===== src/rtl/ssr_pkg.sv =====
package ssr_pkg;

    localparam int ADDR_W  = 8;
    localparam int DATA_W  = 32;
    localparam int FRAME_W = ADDR_W + DATA_W;

    typedef logic [ADDR_W-1:0] addr_t;
    typedef logic [DATA_W-1:0] word_t;

    localparam addr_t A_MODE    = 8'h00;
    localparam addr_t A_MUX     = 8'h01;
    localparam addr_t A_VIDEO   = 8'h02;
    localparam addr_t A_SWITCH  = 8'h08;
    localparam addr_t A_RESET   = 8'h80;
    localparam addr_t A_VERSION = 8'hFF;

    // decoded command, produced by the strobed rise
    typedef struct packed {
        logic  wr;
        addr_t addr;
        word_t data;
    } cmd_t;

    // writable state of the bank
    typedef struct packed {
        word_t mode;
        word_t mux;
        word_t video;
        logic  rst_pend;
    } regs_t;

    typedef enum logic {
        TX_IDLE = 1'b0,
        TX_SEND = 1'b1
    } tx_state_e;

    function automatic word_t read_value(addr_t a, regs_t r, word_t sw, word_t ver);
        word_t v;
        unique case (a)
            A_MODE:    v = r.mode;
            A_MUX:     v = r.mux;
            A_VIDEO:   v = r.video;
            A_SWITCH:  v = sw;
            A_RESET:   v = word_t'(r.rst_pend);
            A_VERSION: v = ver;
            default:   v = '0;
        endcase
        return v;
    endfunction

endpackage


===== src/rtl/ssr_pin_sync.sv =====
module ssr_pin_sync #(
    parameter int           W       = 3,
    parameter int           STAGES  = 2,
    parameter logic [W-1:0] RST_VAL = '0
) (
    input  logic         clk,
    input  logic         rst,
    input  logic [W-1:0] d,
    output logic [W-1:0] q
);
    logic [W-1:0] pipe [STAGES];

    for (genvar s = 0; s < STAGES; s++) begin : g_stage
        if (s == 0) begin : g_first
            always_ff @(posedge clk) begin
                if (rst) pipe[s] <= RST_VAL;
                else     pipe[s] <= d;
            end
        end else begin : g_next
            always_ff @(posedge clk) begin
                if (rst) pipe[s] <= RST_VAL;
                else     pipe[s] <= pipe[s-1];
            end
        end
    end

    assign q = pipe[STAGES-1];
endmodule


===== src/rtl/ssr_frame_rx.sv =====
module ssr_frame_rx
    import ssr_pkg::*;
(
    input  logic clk,
    input  logic rst,
    input  logic sclk_rise,
    input  logic stb_low,
    input  logic din,
    output logic cmd_valid,
    output cmd_t cmd
);
    logic [FRAME_W-1:0] hist;

    always_ff @(posedge clk) begin
        if (rst) begin
            hist      <= '0;
            cmd_valid <= 1'b0;
            cmd       <= '0;
        end else begin
            cmd_valid <= 1'b0;
            if (sclk_rise) begin
                if (stb_low) begin
                    // strobed rise: data-in is the direction flag
                    cmd_valid <= 1'b1;
                    cmd.wr    <= din;
                    cmd.addr  <= hist[ADDR_W-1:0];
                    cmd.data  <= hist[FRAME_W-1:ADDR_W];
                end else begin
                    hist <= {hist[FRAME_W-2:0], din};
                end
            end
        end
    end
endmodule


===== src/rtl/ssr_regbank.sv =====
module ssr_regbank
    import ssr_pkg::*;
#(
    parameter int RST_CYCLES = 64
) (
    input  logic  clk,
    input  logic  rst,
    input  logic  cmd_valid,
    input  cmd_t  cmd,
    output regs_t regs
);
    localparam int CNT_W = $clog2(RST_CYCLES + 1);

    logic [CNT_W-1:0] pulse_cnt;

    always_ff @(posedge clk) begin
        if (rst) begin
            regs      <= '0;
            pulse_cnt <= '0;
        end else begin
            if (regs.rst_pend) begin
                if (pulse_cnt == CNT_W'(RST_CYCLES - 1)) begin
                    regs.rst_pend <= 1'b0;
                    pulse_cnt     <= '0;
                end else begin
                    pulse_cnt <= pulse_cnt + 1'b1;
                end
            end
            if (cmd_valid && cmd.wr) begin
                unique case (cmd.addr)
                    A_MODE:  regs.mode  <= cmd.data;
                    A_MUX:   regs.mux   <= cmd.data;
                    A_VIDEO: regs.video <= cmd.data;
                    A_RESET: begin
                        if (cmd.data[0] && !regs.rst_pend) begin
                            regs.rst_pend <= 1'b1;
                            pulse_cnt     <= '0;
                        end
                    end
                    default: ;
                endcase
            end
        end
    end
endmodule


===== src/rtl/ssr_tx.sv =====
module ssr_tx
    import ssr_pkg::*;
(
    input  logic  clk,
    input  logic  rst,
    input  logic  cmd_valid,
    input  logic  cmd_wr,
    input  word_t rd_data,
    input  logic  sclk_fall,
    input  logic  stb_low,
    output logic  dout
);
    localparam int BCNT_W = $clog2(DATA_W);

    tx_state_e         state;
    word_t             shreg;
    logic [BCNT_W-1:0] shifts;

    always_ff @(posedge clk) begin
        if (rst) begin
            state  <= TX_IDLE;
            shreg  <= '0;
            shifts <= '0;
        end else if (cmd_valid) begin
            // any new command ends a readout; a read starts a fresh one
            shifts <= '0;
            if (cmd_wr) begin
                state <= TX_IDLE;
            end else begin
                state <= TX_SEND;
                shreg <= rd_data;
            end
        end else if (state == TX_SEND && sclk_fall && !stb_low) begin
            if (shifts == BCNT_W'(DATA_W - 1)) begin
                state <= TX_IDLE;
            end else begin
                shreg  <= {shreg[DATA_W-2:0], 1'b0};
                shifts <= shifts + 1'b1;
            end
        end
    end

    assign dout = (state == TX_SEND) ? shreg[DATA_W-1] : 1'b1;
endmodule


===== src/rtl/ssr_slave.sv =====
module ssr_slave
    import ssr_pkg::*;
#(
    parameter int    SW_W        = 8,
    parameter word_t VERSION     = 32'h0001_0007,
    parameter int    RST_CYCLES  = 64,
    parameter int    SYNC_STAGES = 2
) (
    input  logic            clk,
    input  logic            rst,
    input  logic            ser_clk,
    input  logic            ser_stb_n,
    input  logic            ser_din,
    output logic            ser_dout,
    input  logic [SW_W-1:0] sw_in,
    output logic            rst_req
);
    localparam int         PIN_N   = 3;
    localparam logic [2:0] PIN_IDLE = 3'b010; // clk low, strobe high, data low

    logic [PIN_N-1:0] pin_q;
    logic             sclk_d;
    logic             sclk_rise;
    logic             sclk_fall;
    logic             stb_low;
    logic             din_s;
    logic [SW_W-1:0]  sw_m;
    logic [SW_W-1:0]  sw_s;
    logic             cmd_valid;
    cmd_t             cmd;
    regs_t            regs;
    word_t            rd_data;

    ssr_pin_sync #(
        .W       (PIN_N),
        .STAGES  (SYNC_STAGES),
        .RST_VAL (PIN_IDLE)
    ) u_sync (
        .clk (clk),
        .rst (rst),
        .d   ({ser_clk, ser_stb_n, ser_din}),
        .q   (pin_q)
    );

    always_ff @(posedge clk) begin
        if (rst) begin
            sclk_d <= 1'b0;
            sw_m   <= '0;
            sw_s   <= '0;
        end else begin
            sclk_d <= pin_q[2];
            sw_m   <= sw_in;
            sw_s   <= sw_m;
        end
    end

    assign sclk_rise = pin_q[2] & ~sclk_d;
    assign sclk_fall = ~pin_q[2] & sclk_d;
    assign stb_low   = ~pin_q[1];
    assign din_s     = pin_q[0];

    ssr_frame_rx u_rx (
        .clk       (clk),
        .rst       (rst),
        .sclk_rise (sclk_rise),
        .stb_low   (stb_low),
        .din       (din_s),
        .cmd_valid (cmd_valid),
        .cmd       (cmd)
    );

    ssr_regbank #(
        .RST_CYCLES (RST_CYCLES)
    ) u_bank (
        .clk       (clk),
        .rst       (rst),
        .cmd_valid (cmd_valid),
        .cmd       (cmd),
        .regs      (regs)
    );

    assign rd_data = read_value(cmd.addr, regs, word_t'(sw_s), VERSION);
    assign rst_req = regs.rst_pend;

    ssr_tx u_tx (
        .clk       (clk),
        .rst       (rst),
        .cmd_valid (cmd_valid),
        .cmd_wr    (cmd.wr),
        .rd_data   (rd_data),
        .sclk_fall (sclk_fall),
        .stb_low   (stb_low),
        .dout      (ser_dout)
    );
endmodule


===== config.mk =====
export PLATFORM = sky130hd
export DESIGN_NAME = ssr_slave
export DESIGN_NICKNAME = d
export VERILOG_FILES = /design/src/rtl/ssr_pkg.sv /design/src/rtl/ssr_pin_sync.sv /design/src/rtl/ssr_frame_rx.sv /design/src/rtl/ssr_regbank.sv /design/src/rtl/ssr_tx.sv /design/src/rtl/ssr_slave.sv
export SDC_FILE = /design/constraint.sdc
export NUM_CORES = 1
export LEC_CHECK = 0
export ABC_AREA = 1
export CORE_MARGIN = 2
export CORE_UTILIZATION = 40
export CTS_BUF_LIST = sky130_fd_sc_hd__clkbuf_8
export DETAILED_ROUTE_END_ITERATION = 10
export SETUP_SLACK_MARGIN = 0.05
export SLEW_MARGIN = 20
export SYNTH_ARGS = -nofsm -noshare
export SYNTH_HDL_FRONTEND = slang
export SYNTH_HIERARCHICAL = 1
export SYNTH_SLANG_ARGS = --single-unit

===== constraint.sdc =====
create_clock -name clk -period 3.7 [get_ports clk]
set_input_delay 0.37 -clock clk [delete_from_list [all_inputs] [get_ports clk]]
set_output_delay 0.37 -clock clk [all_outputs]
set_load 0.02 [all_outputs]

==> reports/qor_table.md, run 1 <==
| Item | Reported | Unit |
|---|---|---|
| Outcome | complete, no violations | - |
| Detailed-route wire length | 28.50 | mm |
| Yosys cell types | 30 | - |
| Most used flip-flop cell after synthesis | sky130_fd_sc_hd__dfxtp_1 | - |
| Post-cts hold buffer count | 0 | - |
| Yosys top cell area share | 42.15 | % |
| Final core occ | 43.35 | % |
| Minimum hold slack | 0.1427 | ns |
| Area taken by flip-flops and latches | 4946 | µm² |
| Number of buffers added on ports | 14 | - |
| Dpl cell area | 11,670 | µm² |
| Critical path class | reg -> reg | - |
| Largest net degree at the start of global routing | 65 | - |
| Synth Area in XOR/XNOR | 0.2987 | % |
| Number of iterations in the first detailed-routing pass | 5 | - |
| Peak ir drop on the vdd network | 0.2083 | mV |
| Count of instances resized after the clock tree is built | 0 | - |
| Nets | 1,737 | - |
| Via total after detailed routing | 10,240 | - |
| Chip Height | 175.2 | µm |
| Final non-filler cell total | 2,132 | - |
| Power per Cell Area | 424.2 | nW/µm² |
| Routed length per instance | 13.37 | µm |
| Placeable core area | 28,780 | µm² |
| Setup repair after global routing missed its margin | false | - |
| TritonCTS Buffers | 44 | - |
| Most common cell in the netlist | sky130_fd_sc_hd__nand2_1 | - |
| Number of vias per cell | 4.804 | - |
| Die area | 30,710 | µm² |
| Data required time of the critical path | 4.14 | ns |
| Fmax | 0.4023 | GHz |
| Share of cells above drive strength 1 | 6.064 | % |
| Number of flops mapped to enable cells by yosys | 0 | - |
| Post-detailed-placement half-perimeter wirelength | 16.92 | mm |
| FF+latch count, synth | 247 | - |
| FILL cells | 3,103 | - |
| Syn nets | 1,781 | - |
| Antenna Nets Post-Route | 0 | - |
| Via count of the first global-routing pass | 9,328 | - |
| Dominant combinational cell family by area after synthesis | simple AND/OR/NAND/NOR gates | - |
| Most area-hungry cell type in the Yosys netlist | sky130_fd_sc_hd__dfxtp_1 | - |
| Post-synthesis adder-cell area fraction | 0.3200 | % |
| Max-capacitance violation count | 0 | - |
| Number of pins with negative max-slew slack in the final report | 0 | - |
| Level count of the clock H-tree | 2 | - |
| Cell area after synthesis | 11,730 | µm² |
| Async set or reset register ratio after synthesis | 0 | % |
| Fin Clk Skew | 0.01793 | ns |
| Setup_tns | 0 | ns |
| Final Setup Violations | 0 | - |
| Ranking of synthesized cells by area | sky130_fd_sc_hd__dfxtp_1 (42%), sky130_fd_sc_hd__nand2_1 (13%), sky130_fd_sc_hd__nor2_1 (11%), sky130_fd_sc_hd__nand3_1 (11%), sky130_fd_sc_hd__a21oi_1 (6.1%) | - |
| Die extent in x | 175.2 | µm |
| Post-synthesis sequential area ratio | 42.15 | % |
| Startpoint Class | flip-flop | - |
| Syn. warnings | 6 | - |
| Number of placed instances, taps included | 2,059 | - |
| Final count of hold timing violations | 0 | - |
| Post-route fraction of the period consumed by the critical path | 67.19 | % |
| Antenna diodes | 0 | - |
| Worst path arrival time | 2.93 | ns |
| Fraction of synthesized area in multiplexers | 0.08533 | % |
| Final instance area | 12,480 | µm² |
| Number of remaining DRC errors | 0 | - |
| Measured slew at the worst slew-check pin | 1.066 | ns |
| Multi-input gate area | 5255 | µm² |
| Max Root-Sink Buffers | 3 | - |
| Iteration-0 DRC count of the detailed router | 907 | - |
| Lkg Pwr | 5.037 | nW |
| # IOs | 15 | - |
| Starting Density | 40.76 | % |
| Clock sink count | 247 | - |
| Number of placement rows | 62 | - |
| Clock slew seen by the registers of the worst setup and hold paths | 0.06 | ns |
| RD Place Congestion | 0.7649 | - |
| CP Max Fanout | 44 | - |
| Global routing usage summed across all routing layers | 18.92 | % |
| Antenna violations before repair | 0 | - |
| Worst-Skew Late Latency | 0.56 | ns |
| Area fraction in and, or, nand and nor cells after synthesis | 37.30 | % |
| Root Buffer | sky130_fd_sc_hd__clkbuf_8 | - |
| Area fraction in compound gates after synthesis | 6.411 | % |
| Synth top cells by count | sky130_fd_sc_hd__nand2_1 (398), sky130_fd_sc_hd__nor2_1 (358), sky130_fd_sc_hd__nand3_1 (254) | - |
| Synthesized area per cell | 6.646 | µm² |
| Wire length of the first global-routing pass | 48.17 | mm |
| Clock tree from TritonCTS | done | - |
| Post-Syn Instances | 1,765 | - |
| Post-CTS setup buffer count | 0 | - |
| Worst relative slew slack | 28.89 | % |
| Area added between synthesis and finish | 6.357 | % |
| Grt total ovfl | 0 | - |
| Sort of element at the end of the critical path | flip-flop | - |
| Hold crit path type | in -> reg | - |
| Clock period minus worst slack | 2.486 | ns |
where the power goes:
part	switching (mW)	internal (mW)	leakage (nW)	total [mW]
Combinational	0.145	0.0719	2.56	0.217
Clock	1.11	1.25	0.480	2.36
Sequential	0.0214	2.70	2.00	2.72
routing by layer:
layer	up-vias	wire length (µm)	global-route usage, %
li1	5359	-	-
met1	4645	14480	27.78
met2	200	12090	28.44
met3	38	1516	3.481
met4	0	406	4.826
met5	-	0	0
cell usage in the layout, fill, tap and decap left out:
master / instances
sky130_fd_sc_hd__inv_6: 3
sky130_fd_sc_hd__dfxtp_2: 1
sky130_fd_sc_hd__nand3_1: 254
sky130_fd_sc_hd__nor2_4: 14
sky130_fd_sc_hd__inv_1: 190
sky130_fd_sc_hd__nand2_4: 2
sky130_fd_sc_hd__nand2_1: 398
sky130_fd_sc_hd__nor2_1: 356
sky130_fd_sc_hd__inv_2: 6
sky130_fd_sc_hd__nor2_2: 6
sky130_fd_sc_hd__buf_2: 1
sky130_fd_sc_hd__xnor2_1: 1
sky130_fd_sc_hd__a21oi_1: 142
sky130_fd_sc_hd__ha_1: 3
sky130_fd_sc_hd__nor3_4: 1
sky130_fd_sc_hd__nand3b_1: 1
sky130_fd_sc_hd__nand2_2: 3
sky130_fd_sc_hd__nand3_2: 3
sky130_fd_sc_hd__mux2i_1: 1
sky130_fd_sc_hd__o21ai_0: 4
sky130_fd_sc_hd__o21ai_4: 2
sky130_fd_sc_hd__dfxtp_1: 246
sky130_fd_sc_hd__clkinv_2: 1
sky130_fd_sc_hd__inv_4: 1
sky130_fd_sc_hd__clkbuf_8: 51
sky130_fd_sc_hd__xor2_1: 3
sky130_fd_sc_hd__clkdlybuf4s50_1: 13
sky130_fd_sc_hd__nor3_1: 2
sky130_fd_sc_hd__a21boi_1: 1
sky130_fd_sc_hd__clkinv_1: 27
sky130_fd_sc_hd__buf_4: 11
final cells by class:
cell class / instances / area share [%]
inverters: 206 / 6.218
flip-flops and latches: 247 / 39.64
clock inverters: 22 / 0.7923
repair buffers: 25 / 1.745
clock buffers: 51 / 5.626
multi-input cells: 1197 / 42.12
well taps: 384 / 3.851
per-stage QoR:
| stage | setup slack (ns) | total power, mW |
|---|---|---|
| 2_1_floorplan | 2.143 | 2.947 |
| 3_3_place_gp | 1.269 | 2.991 |
| 3_5_place_dp | 1.233 | 2.993 |
| 4_1_cts | 1.197 | 5.356 |
| 5_1_grt | 0.9860 | 5.521 |
| 6_report | 1.214 | 5.292 |
flip-flops by register name, indices dropped and copies added (netlist names):
signal / cells
u_bank/regs: 97
u_rx/cmd: 41
u_rx/hist: 40
u_tx/shreg: 32
sw_m: 8
sw_s: 8
u_bank/pulse_cnt: 7
u_sync/pipe: 6
u_tx/shifts: 5
sclk_d: 1
u_rx/cmd_valid: 1
u_tx/state: 1
worst max-delay path, stage by stage (launching register included):
cell	delay [ns]
sky130_fd_sc_hd__dfxtp_1	0.34
sky130_fd_sc_hd__ha_1	0.23
sky130_fd_sc_hd__nand2_1	0.07
sky130_fd_sc_hd__nor2_1	0.04
sky130_fd_sc_hd__ha_1	0.22
sky130_fd_sc_hd__o21ai_4	0.80
sky130_fd_sc_hd__buf_4	0.39
sky130_fd_sc_hd__nand3_1	0.10
sky130_fd_sc_hd__nand2_1	0.10
sky130_fd_sc_hd__nor2_1	0.05
worst paths after layout:
check | start | slack, ns | cells after the start | endpoint
worst max register to register | u_tx/shifts[0]$_SDFFE_PP0P_ | 1.21 | 9 | u_tx/shreg[29]$_SDFFE_PP0P_
worst min register to register | u_sync/pipe[0][0]$_SDFF_PP0_ | 0.40 | 2 | u_sync/pipe[1][0]$_SDFF_PP0_
worst min-delay path | rst | 0.14 | 2 | u_sync/pipe[1][0]$_SDFF_PP0_
worst max-delay path | u_tx/shifts[0]$_SDFFE_PP0P_ | 1.21 | 9 | u_tx/shreg[29]$_SDFFE_PP0P_
logic make-up after synthesis:
kind of cell / count (synthesis)
simple gates: 1040
mux: 1
compound gates: 149
flops: 247
fa+ha+maj: 3
buf+inv: 321
xor+xnor: 4
Note: power is estimated with default switching activity, not from simulation.
==> run 2, diff against run 1 <==
==> constraint.sdc (replaced) <==
create_clock -name clk -period 2.1 [get_ports clk]
set_input_delay 0.21 -clock clk [delete_from_list [all_inputs] [get_ports clk]]
set_output_delay 0.21 -clock clk [all_outputs]
set_load 0.02 [all_outputs]
==> run 2 against run 1 <==
  * Clock skew grew 0.0035 ns
  * Fmax grew 36%
  * Final cell count grew 1.3%
  * Register-to-register slack lost 0.94 ns
  * Sequential power grew 76%
  * Sequential share of layout area shrank 1.3 points
  * Wire length grew 1.2%
  * Global-route usage grew 0.29 points
  * Sequential cell count is the same
  * Worst hold slack gained 0.034 ns
  * Largest power group unchanged
==> reports/qor_table.md, run 2 (same netlist as run 1, synthesis figures left out) <==
| Item | Reported | Unit |
|---|---|---|
| Share of cells above drive strength 1 | 7.714 | % |
| Antenna violations before repair | 0 | - |
| Via total after detailed routing | 10,390 | - |
| Number of pins with negative max-slew slack in the final report | 0 | - |
| CP Max Fanout | 18 | - |
| RD Place Congestion | 0.7605 | - |
| Sort of element at the end of the critical path | flip-flop | - |
| Final count of hold timing violations | 0 | - |
| Max Root-Sink Buffers | 3 | - |
| Via count of the first global-routing pass | 9,588 | - |
| Worst path arrival time | 2.25 | ns |
| Setup_tns | 0 | ns |
| Setup repair after global routing missed its margin | false | - |
| Outcome | complete, no violations | - |
| Final non-filler cell total | 2,160 | - |
| Worst slack after detailed placement | 0.2868 | ns |
| Area added between synthesis and finish | 9.952 | % |
| Clock tree from TritonCTS | done | - |
| TritonCTS Buffers | 44 | - |
| Commonest non-fill, non-tap cells in the layout | sky130_fd_sc_hd__nand2_1 (398), sky130_fd_sc_hd__nor2_1 (356), sky130_fd_sc_hd__nand3_1 (254) | - |
| Number of iterations in the first detailed-routing pass | 5 | - |
| Wire length of the first global-routing pass | 49.16 | mm |
| Grt total ovfl | 0 | - |
| Share of power burned in the clock network | 46.0 | % |
| Detailed-route wire length | 28.84 | mm |
| Iteration-0 DRC count of the detailed router | 808 | - |
| Most flops, register | u_bank/regs | - |
| Die extent in x | 175.2 | µm |
| Number of vias per cell | 4.812 | - |
| Lkg Pwr | 5.250 | nW |
| Clock period minus worst slack | 1.823 | ns |
| Antenna diodes | 0 | - |
| Flop pwr share | 49.9 | % |
| Nets | 1,764 | - |
| Final Setup Violations | 0 | - |
| Area taken by flip-flops and latches | 4946 | µm² |
| Largest registers | u_bank/regs: 97 flops, u_rx/cmd: 41 flops, u_rx/hist: 40 flops | - |
| Post-CTS setup buffer count | 0 | - |
| # IOs | 15 | - |
| Post-route fraction of the period consumed by the critical path | 86.82 | % |
| Starting Density | 40.76 | % |
| Chip Height | 175.2 | µm |
| Post-detailed-placement half-perimeter wirelength | 17.93 | mm |
| Power per Cell Area | 744.4 | nW/µm² |
| Clock slew seen by the registers of the worst setup and hold paths | 0.06 | ns |
| Startpoint Class | flip-flop | - |
| Largest net degree at the start of global routing | 97 | - |
| Number of placed instances, taps included | 2,085 | - |
| Root Buffer | sky130_fd_sc_hd__clkbuf_8 | - |
| Hold crit path type | in -> reg | - |
| Data required time of the critical path | 2.53 | ns |
| Critical path class | reg -> reg | - |
| Commonest non-fill, non-tap cell in the layout | sky130_fd_sc_hd__nand2_1 | - |
| Number of buffers added on ports | 14 | - |
| Placeable core area | 28,780 | µm² |
| Multi-input gate area | 5245 | µm² |
| Combinational Power Share | 4.1 | % |
| Count of instances resized after the clock tree is built | 0 | - |
| Global routing usage summed across all routing layers | 19.22 | % |
| Clock sink count | 247 | - |
| FILL cells | 3,020 | - |
| Number of placement rows | 62 | - |
| Fin Clk Skew | 0.02143 | ns |
| Final core occ | 44.81 | % |
| Max-capacitance violation count | 0 | - |
| Number of flip-flops in the largest register | 97 | - |
| Antenna Nets Post-Route | 0 | - |
| Level count of the clock H-tree | 2 | - |
| Cell internal power dissipation | 7.357 | mW |
| Number of remaining DRC errors | 0 | - |
| Worst relative slew slack | 36.68 | % |
| Measured slew at the worst slew-check pin | 0.9475 | ns |
| Fmax | 0.5485 | GHz |
| Switching portion of total power | 23.38 | % |
| Worst Setup Slack, final | 0.2769 | ns |
| Routed length per instance | 13.35 | µm |
| Design Power | 9.601 | mW |
| Die area | 30,710 | µm² |
| Net switching power | 2.245 | mW |
| Worst-Skew Late Latency | 0.55 | ns |
| Peak ir drop on the vdd network | 0.3675 | mV |
==> run 2: cell types whose count changed in the layout (fill, tap and decap cells not counted), sizes merged <==
cell and change:
buf +26, inv -7, clkbuf +4, clkinv +3, bufinv +1, dlygate4sd3 +1
==> run 2: area by class of cell <==
type,instances,area share [%]
Sequential cell,247,38.35
Clock inverter,19,0.8343
Tap cell,384,3.725
Timing Repair Buffer,52,4.540
Multi-Input combinational cell,1197,40.67
Clock buffer,55,5.869
Inverter,206,6.015
==> run 2: worst max-delay path: stages, from the launching register on <==
cell and delay [ns]:
sky130_fd_sc_hd__dfxtp_1 0.33, sky130_fd_sc_hd__ha_1 0.23, sky130_fd_sc_hd__nand2_1 0.08, sky130_fd_sc_hd__nor2_1 0.04
sky130_fd_sc_hd__ha_1 0.23, sky130_fd_sc_hd__o21ai_4 0.28, sky130_fd_sc_hd__buf_4 0.29, sky130_fd_sc_hd__nand3_1 0.10
sky130_fd_sc_hd__nand2_1 0.08, sky130_fd_sc_hd__nor2_1 0.04
==> run 2: metrics by stage <==
stage          hold WS (ns)  cell area (µm²)
5_1_grt              0.1645            12900
6_report             0.1765            12900
4_1_cts              0.1496            12900
2_1_floorplan        0.2791            11730
3_3_place_gp         0.3891            12020
3_5_place_dp         0.3944            12020
==> run 2: power by group through the flow <==
stage	Combinational [mW]	Clock, mW	Sequential (mW)
6_report	0.394	4.41	4.79
3_5_place_dp	0.395	0	4.89
4_1_cts	0.397	4.54	4.79
5_1_grt	0.455	4.76	4.80
2_1_floorplan	0.312	0	4.88
3_3_place_gp	0.391	0	4.89
==> run 2: worst paths after layout <==
path,from,endpoint,slack (ns),cells after the start
setup / recovery,u_tx/shifts[0]$_SDFFE_PP0P_,u_tx/shreg[24]$_SDFFE_PP0P_,0.28,9
hold / removal,sw_in[3],sw_m[3]$_SDFF_PP0_,0.18,3
setup reg to reg,u_tx/shifts[0]$_SDFFE_PP0P_,u_tx/shreg[24]$_SDFFE_PP0P_,0.28,9
hold reg to reg,sw_m[1]$_SDFF_PP0_,sw_s[1]$_SDFF_PP0_,0.39,2
==> run 2: timing repair <==
item | CTS | global route
hold endpoints to repair | 1 | 0
endpoints found under the setup margin | 0 | 0
hold buffers | 1 | 0
==> run 2: layer usage <==
metal | track usage (%) | up-vias | part of all wire [%]
li1 | - | 5416 | -
met2 | 28.59 | 244 | 42
met3 | 4.156 | 45 | 6.5
met1 | 28.10 | 4689 | 50
met4 | 4.792 | 0 | 1.6
met5 | 0 | - | 0
